<file path="src/rtl/ptw_pkg.sv">
`timescale 1ns/1ps
package ptw_pkg;

    // Flag positions inside a table entry
    localparam int PTE_PRESENT = 0;
    localparam int PTE_READ    = 1;
    localparam int PTE_WRITE   = 2;
    localparam int PTE_EXEC    = 3;
    localparam int PTE_USER    = 4;
    localparam int PTE_ACC     = 5;
    localparam int FLAG_W      = PTE_ACC + 1;

    localparam logic [1:0] KIND_READ  = 2'd0;
    localparam logic [1:0] KIND_WRITE = 2'd1;
    localparam logic [1:0] KIND_EXEC  = 2'd2;

    typedef enum logic [2:0] {
        ST_IDLE,
        ST_FETCH_DIR,
        ST_FETCH_LEAF,
        ST_MARK,
        ST_REPLY
    } walk_state_e;

    function automatic logic [2:0] make_cause(input logic prot, input logic [1:0] kind);
        return {prot, kind};
    endfunction

endpackage

</file>
<file path="src/rtl/ptw_entry_addr.sv">
`timescale 1ns/1ps
module ptw_entry_addr #(
    parameter int ADDR_W = 32,
    parameter int IDX_W  = 10,
    parameter int OFF_W  = 12
) (
    input  logic [ADDR_W-1:0]       root_base,
    input  logic [IDX_W-1:0]        dir_idx,
    input  logic [IDX_W-1:0]        leaf_idx,
    input  logic [ADDR_W-OFF_W-1:0] dir_frame,
    output logic [ADDR_W-1:0]       dir_addr,
    output logic [ADDR_W-1:0]       leaf_addr
);
    // Entries are four bytes wide, so an index is scaled by two bit positions
    always_comb begin
        dir_addr  = root_base + ADDR_W'({dir_idx, 2'b00});
        leaf_addr = {dir_frame, {OFF_W{1'b0}}} + ADDR_W'({leaf_idx, 2'b00});
    end
endmodule

</file>
<file path="src/rtl/ptw_perm.sv">
`timescale 1ns/1ps
module ptw_perm
    import ptw_pkg::*;
(
    input  logic [FLAG_W-1:0] flags,
    input  logic [1:0]        kind,
    input  logic              user,
    output logic              present,
    output logic              user_deny,
    output logic              kind_deny,
    output logic              needs_mark
);
    always_comb begin
        present    = flags[PTE_PRESENT];
        user_deny  = user && !flags[PTE_USER];
        unique case (kind)
            KIND_READ:  kind_deny = !flags[PTE_READ];
            KIND_WRITE: kind_deny = !flags[PTE_WRITE];
            KIND_EXEC:  kind_deny = !flags[PTE_EXEC];
            default:    kind_deny = 1'b1;
        endcase
        needs_mark = !flags[PTE_ACC];
    end
endmodule

</file>
<file path="src/rtl/pt_walker.sv">
`timescale 1ns/1ps
module pt_walker
    import ptw_pkg::*;
#(
    parameter int ADDR_W = 32,
    parameter int IDX_W  = 10,
    parameter int OFF_W  = 12
) (
    input  logic              clk,
    input  logic              rst_n,
    input  logic              cfg_we,
    input  logic              cfg_enable,
    input  logic [ADDR_W-1:0] cfg_root,
    input  logic              req_valid,
    input  logic [ADDR_W-1:0] req_vaddr,
    input  logic [1:0]        req_kind,
    input  logic              req_user,
    output logic              busy,
    output logic              mem_req,
    output logic              mem_cas,
    output logic [ADDR_W-1:0] mem_addr,
    output logic [ADDR_W-1:0] mem_cmp,
    output logic [ADDR_W-1:0] mem_wdata,
    input  logic              mem_ack,
    input  logic [ADDR_W-1:0] mem_rdata,
    output logic              done,
    output logic              fault,
    output logic [2:0]        fault_cause,
    output logic [ADDR_W-1:0] fault_vaddr,
    output logic [ADDR_W-1:0] paddr
);
    localparam int PAGE_W = ADDR_W - OFF_W;
    localparam logic [ADDR_W-1:0] ACC_MASK = ADDR_W'(1) << PTE_ACC;

    walk_state_e state, state_nxt;

    logic              xlate_en;
    logic [ADDR_W-1:0] root_q;
    logic [ADDR_W-1:0] va_q;
    logic [1:0]        kind_q;
    logic              user_q;
    logic [ADDR_W-1:0] walk_addr;
    logic [ADDR_W-1:0] leaf_q;
    logic [ADDR_W-1:0] res_pa;
    logic              res_fault;
    logic [2:0]        res_cause;

    logic [ADDR_W-1:0] dir_addr, leaf_addr;
    logic entry_present, user_deny, kind_deny, needs_mark;

    ptw_entry_addr #(.ADDR_W(ADDR_W), .IDX_W(IDX_W), .OFF_W(OFF_W)) u_addr (
        .root_base (root_q),
        .dir_idx   (req_vaddr[ADDR_W-1 -: IDX_W]),
        .leaf_idx  (va_q[OFF_W +: IDX_W]),
        .dir_frame (mem_rdata[ADDR_W-1:OFF_W]),
        .dir_addr  (dir_addr),
        .leaf_addr (leaf_addr)
    );

    ptw_perm u_perm (
        .flags      (mem_rdata[FLAG_W-1:0]),
        .kind       (kind_q),
        .user       (user_q),
        .present    (entry_present),
        .user_deny  (user_deny),
        .kind_deny  (kind_deny),
        .needs_mark (needs_mark)
    );

    // Next-state decision
    always_comb begin
        state_nxt = state;
        unique case (state)
            ST_IDLE:
                if (req_valid) state_nxt = xlate_en ? ST_FETCH_DIR : ST_REPLY;
            ST_FETCH_DIR:
                if (mem_ack) state_nxt = entry_present ? ST_FETCH_LEAF : ST_REPLY;
            ST_FETCH_LEAF:
                if (mem_ack) begin
                    if (!entry_present || user_deny || kind_deny) state_nxt = ST_REPLY;
                    else if (needs_mark)                          state_nxt = ST_MARK;
                    else                                          state_nxt = ST_REPLY;
                end
            ST_MARK:
                if (mem_ack) state_nxt = ST_REPLY;
            ST_REPLY:
                state_nxt = ST_IDLE;
            default:
                state_nxt = ST_IDLE;
        endcase
    end

    // State register
    always_ff @(posedge clk or negedge rst_n) begin
        if (!rst_n) state <= ST_IDLE;
        else        state <= state_nxt;
    end

    // Walk context and result registers
    always_ff @(posedge clk or negedge rst_n) begin
        if (!rst_n) begin
            xlate_en  <= 1'b0;
            root_q    <= '0;
            va_q      <= '0;
            kind_q    <= '0;
            user_q    <= 1'b0;
            walk_addr <= '0;
            leaf_q    <= '0;
            res_pa    <= '0;
            res_fault <= 1'b0;
            res_cause <= '0;
        end else begin
            if (cfg_we) begin
                xlate_en <= cfg_enable;
                root_q   <= cfg_root;
            end
            unique case (state)
                ST_IDLE:
                    if (req_valid) begin
                        va_q      <= req_vaddr;
                        kind_q    <= req_kind;
                        user_q    <= req_user;
                        walk_addr <= dir_addr;
                        res_pa    <= req_vaddr;
                        res_fault <= 1'b0;
                        res_cause <= '0;
                    end
                ST_FETCH_DIR:
                    if (mem_ack) begin
                        if (!entry_present) begin
                            res_fault <= 1'b1;
                            res_cause <= make_cause(1'b0, kind_q);
                        end else begin
                            walk_addr <= leaf_addr;
                        end
                    end
                ST_FETCH_LEAF:
                    if (mem_ack) begin
                        leaf_q <= mem_rdata;
                        res_pa <= {mem_rdata[ADDR_W-1:OFF_W], va_q[OFF_W-1:0]};
                        if (!entry_present) begin
                            res_fault <= 1'b1;
                            res_cause <= make_cause(1'b0, kind_q);
                        end else if (user_deny || kind_deny) begin
                            res_fault <= 1'b1;
                            res_cause <= make_cause(1'b1, kind_q);
                        end
                    end
                default: ;
            endcase
        end
    end

    // Outputs
    always_comb begin
        busy        = (state != ST_IDLE);
        mem_req     = (state == ST_FETCH_DIR) || (state == ST_FETCH_LEAF) || (state == ST_MARK);
        mem_cas     = (state == ST_MARK);
        mem_addr    = walk_addr;
        mem_cmp     = leaf_q;
        mem_wdata   = leaf_q | ACC_MASK;
        done        = (state == ST_REPLY);
        fault       = done && res_fault;
        fault_cause = res_cause;
        fault_vaddr = va_q;
        paddr       = res_pa;
    end

    // a request taken while translation is off completes at once without memory
    a_r1_identity_no_mem: assert property (@(posedge clk) disable iff (!rst_n)
        (state == ST_IDLE && req_valid && !xlate_en) |=> (done && !mem_req))
        else $error("R1 violated");

    // a missing directory entry ends the walk in the following cycle
    a_r4_dir_absent_stops: assert property (@(posedge clk) disable iff (!rst_n)
        (state == ST_FETCH_DIR && mem_ack && !mem_rdata[PTE_PRESENT]) |=> (done && fault && !mem_req))
        else $error("R4 violated");

    // a held access keeps its address until acknowledged
    a_r3_addr_held: assert property (@(posedge clk) disable iff (!rst_n)
        (mem_req && !mem_ack && !mem_cas) |=> (mem_req && $stable(mem_addr)))
        else $error("R3 violated");

    // a swap is only issued for a present entry whose accessed flag was clear
    a_r7_swap_operands: assert property (@(posedge clk) disable iff (!rst_n)
        mem_cas |-> (mem_cmp[PTE_PRESENT] && !mem_cmp[PTE_ACC]))
        else $error("R7 violated");

    // completion is a single-cycle pulse and fault never stands alone
    a_r10_done_pulse: assert property (@(posedge clk) disable iff (!rst_n)
        done |=> !done)
        else $error("R10 violated");

    a_r10_fault_with_done: assert property (@(posedge clk) disable iff (!rst_n)
        fault |-> done)
        else $error("R10 violated");

    // completion happens inside the busy window
    a_r11_done_busy: assert property (@(posedge clk) disable iff (!rst_n)
        done |-> busy)
        else $error("R11 violated");

endmodule

</file>
<file path="config.mk">
export PLATFORM = sky130hd
export DESIGN_NAME = pt_walker
export DESIGN_NICKNAME = d
export VERILOG_FILES = /design/src/rtl/ptw_pkg.sv /design/src/rtl/ptw_entry_addr.sv /design/src/rtl/ptw_perm.sv /design/src/rtl/pt_walker.sv
export SDC_FILE = /design/constraint.sdc
export NUM_CORES = 1
export LEC_CHECK = 0
export BUFFER_PORTS_ARGS = -buffer_cell sky130_fd_sc_hd__buf_2
export CAP_MARGIN = 25
export CORE_ASPECT_RATIO = 1.2
export CORE_MARGIN = 2
export CORE_UTILIZATION = 45
export DETAILED_ROUTE_END_ITERATION = 8
export PLACE_DENSITY = 0.79
export SLEW_MARGIN = 5
export SYNTH_ARGS = -nofsm -noshare
export SYNTH_HDL_FRONTEND = slang
export SYNTH_SLANG_ARGS = --single-unit
</file>
<file path="constraint.sdc">
create_clock -name clk -period 6 [get_ports clk]
set_clock_uncertainty 0.1 [all_clocks]
set_input_delay 0.6 -clock clk [delete_from_list [all_inputs] [get_ports clk]]
set_output_delay 0.6 -clock clk [all_outputs]
set_load 0.1 [all_outputs]
</file>
==> out/metrics.csv <==
metric;value;unit
async set or reset register ratio after synthesis;100;%
share of cells above drive strength 1;37.8;%
outcome;finished clean;
largest area contributor in the netlist;dfrtp_1;
Starting Density;46.3;%
actual slew at the worst max-slew pin;0.967;ns
final WL;22800;um
htree depth;4;
wire length of the first global-routing pass;34800;um
RSZ-0062 raised after global routing;false;
Mapped Area;0.00816;mm2
DRC viols;0;
Post-synth top flop;dfrtp_1;
critical path startpoint;state[1];
DIE AREA;0.0192;mm2
Global Route Usage Sum;23.6;%
Initial DRC Count;369;
Data required, critical path;6.25;ns
number of setup buffers added after CTS;0;
most frequent cells in the layout;buf_2, dfrtp_1, nand2_1;
Worst Path Buf+Inv;2;
Final Cycle Share;55.8;%
syn_area_per_cell;10.4;um2
yosys warns;0;
row cnt;53;
Routability Congestion;0.864;
FF+latch count, synth;171;
DR WL/cell;18.4;um
Max Clk Rate;299;MHz
vias;6562;
clock sinks;171;
Via density;5.30;
Reg clk slew, reported paths;0.07;ns
Slew Limit Fails;0;
total nets after synthesis;901;
count of flip-flops with a built-in enable after synthesis;0;
Final ANT Viol Nets;0;
hold buffer count at CTS;0;
largest net degree at the start of global routing;102;
Max clock buf depth;2;
Worst path max stage delay;0.82;ns
Finished Layout Cells;1237;
Fin. Hold Viols;0;
Clock Latency Late Sink;0.43;ns
CP Launch Type;register;
initial antenna violation count;1;
IO buf count;271;
DR pass1 iterations;8;
Crit Path Class;reg2reg;
WP data arrival;3.60;ns
maxcap violations;0;
n_diodes;0;
post-synthesis cell count;785;
nets;1122;
Layout Area Growth over Synthesis;23.1;%
# IOs;273;
top post-synthesis cells by area;dfrtp_1, mux2_2, nand2_1;
most common cell after layout, fill and taps aside;buf_2;
Top Family by Delay on Critical Path;simple AND/OR/NAND/NOR gates;
Root Driver;clkbuf_16;
vias in the first global route;6370;
Critical Path Sink Type;register;
chip width;127;um
Final Util;57.0;%
CP cell instances;nor3b_2, buf_4, and2_2, or2_2, buf_12, nor2_1, a21oi_1;
post-synth cell types;54;
Slew Limit Headroom;35.4;%
CTS tree;built;
Die Height;152;um
Fillers;1514;
# resized after CTS;0;
Inserted Clock Buffers;17;
setup TNS;0;ns
top cell type's share of synthesized area;52.4;%
CP max FO;53;
RR Startpoint;state[1];
final setup violation count;0;
Slowest cell on crit path;and2_2;
grt ovf;0;
Tmin final;3.35;ns
HPWL Detailed;16700;um
Cells after DPL;1206;
CORE AREA;0.0176;mm2
sequential-to-total area share from yosys stat;52.4;%
worst hold-check path type;in2async;
-- synth_stat cells, types with 6 or more instances --
library cell	count
xnor2_1	8
a21oi_1	66
o21ai_0	14
buf_4	37
buf_2	13
clkbuf_1	22
inv_1	6
dfrtp_1	171
mux2i_1	33
nor2_1	71
nand2_1	137
xor2_1	18
ha_1	10
o22ai_1	20
mux2_2	66
nand3_1	9
-- registers in the layout, summed over array words and instances (netlist names), 2 cells and up --
name / flops
paddr: 32
mem_cmp: 32
fault_cause: 3
mem_addr: 32
state: 3
kind_q: 2
fault_vaddr: 32
root_q: 32
-- final cells by class --
class	instances	area, um2	share of cell area (%)
sequential	171	4280	42.6
clock inverter	10	168	1.67
multi-input combinational	531	3420	34.0
clock buffer	20	447	4.44
inverter	7	26.3	0.261
timing repair buffer	278	1440	14.3
tap	220	275	2.74
-- routing by layer --
layer / routed length [um] / GRT usage (%) / up-vias / part of all wire (%)
met2: 11400 / 40.3 / 259 / 50
met3: 1290 / 4.85 / 56 / 5.6
met1: 9260 / 29.1 / 3132 / 41
li1: - / - / 3113 / -
met4: 797 / 10.6 / 2 / 3.5
met5: 11 / 0 / - / 0.048
-- per-stage QoR --
stage | setup slack, ns | instance area [um2] | hold slack, ns
finish | 2.65 | 10100 | 0.176
CTS | 2.21 | 10000 | 0.214
global placement | 2.33 | 9400 | 0.350
floorplan | 2.38 | 8160 | 0.204
global route | 2.39 | 10100 | 0.263
detailed placement | 2.15 | 9420 | 0.358
-- path summary, 6_finish.rpt --
check                                  end  slack, ns  depth (start not counted)
min reg2reg                fault_vaddr[31]       0.37                          2
min                        fault_vaddr[26]       0.18                          1
max                               paddr[4]       2.65                          7
min in group clk                 kind_q[1]       0.28                          3
max reg2reg                       paddr[4]       2.65                          7
max in group asynchronous           user_q       4.15                          2
-- cells by family (layout without fill, tap and decap cells) --
| logic type | Yosys count | after routing | synth area share (%) |
|---|---|---|---|
| xor+xnor | 26 | 26 | 2.79 |
| buf+inv | 83 | 315 | 6.08 |
| flops | 171 | 171 | 52.4 |
| compound gates | 141 | 141 | 10.6 |
| other cells | 1 | 1 | 0.0459 |
| mux | 99 | 99 | 13.1 |
| simple gates | 253 | 253 | 13.1 |
| fa+ha+maj | 11 | 11 | 1.78 |
Power is not shown: default switching activity piles up to over one toggle a cycle in this logic, so the estimate is an artifact.
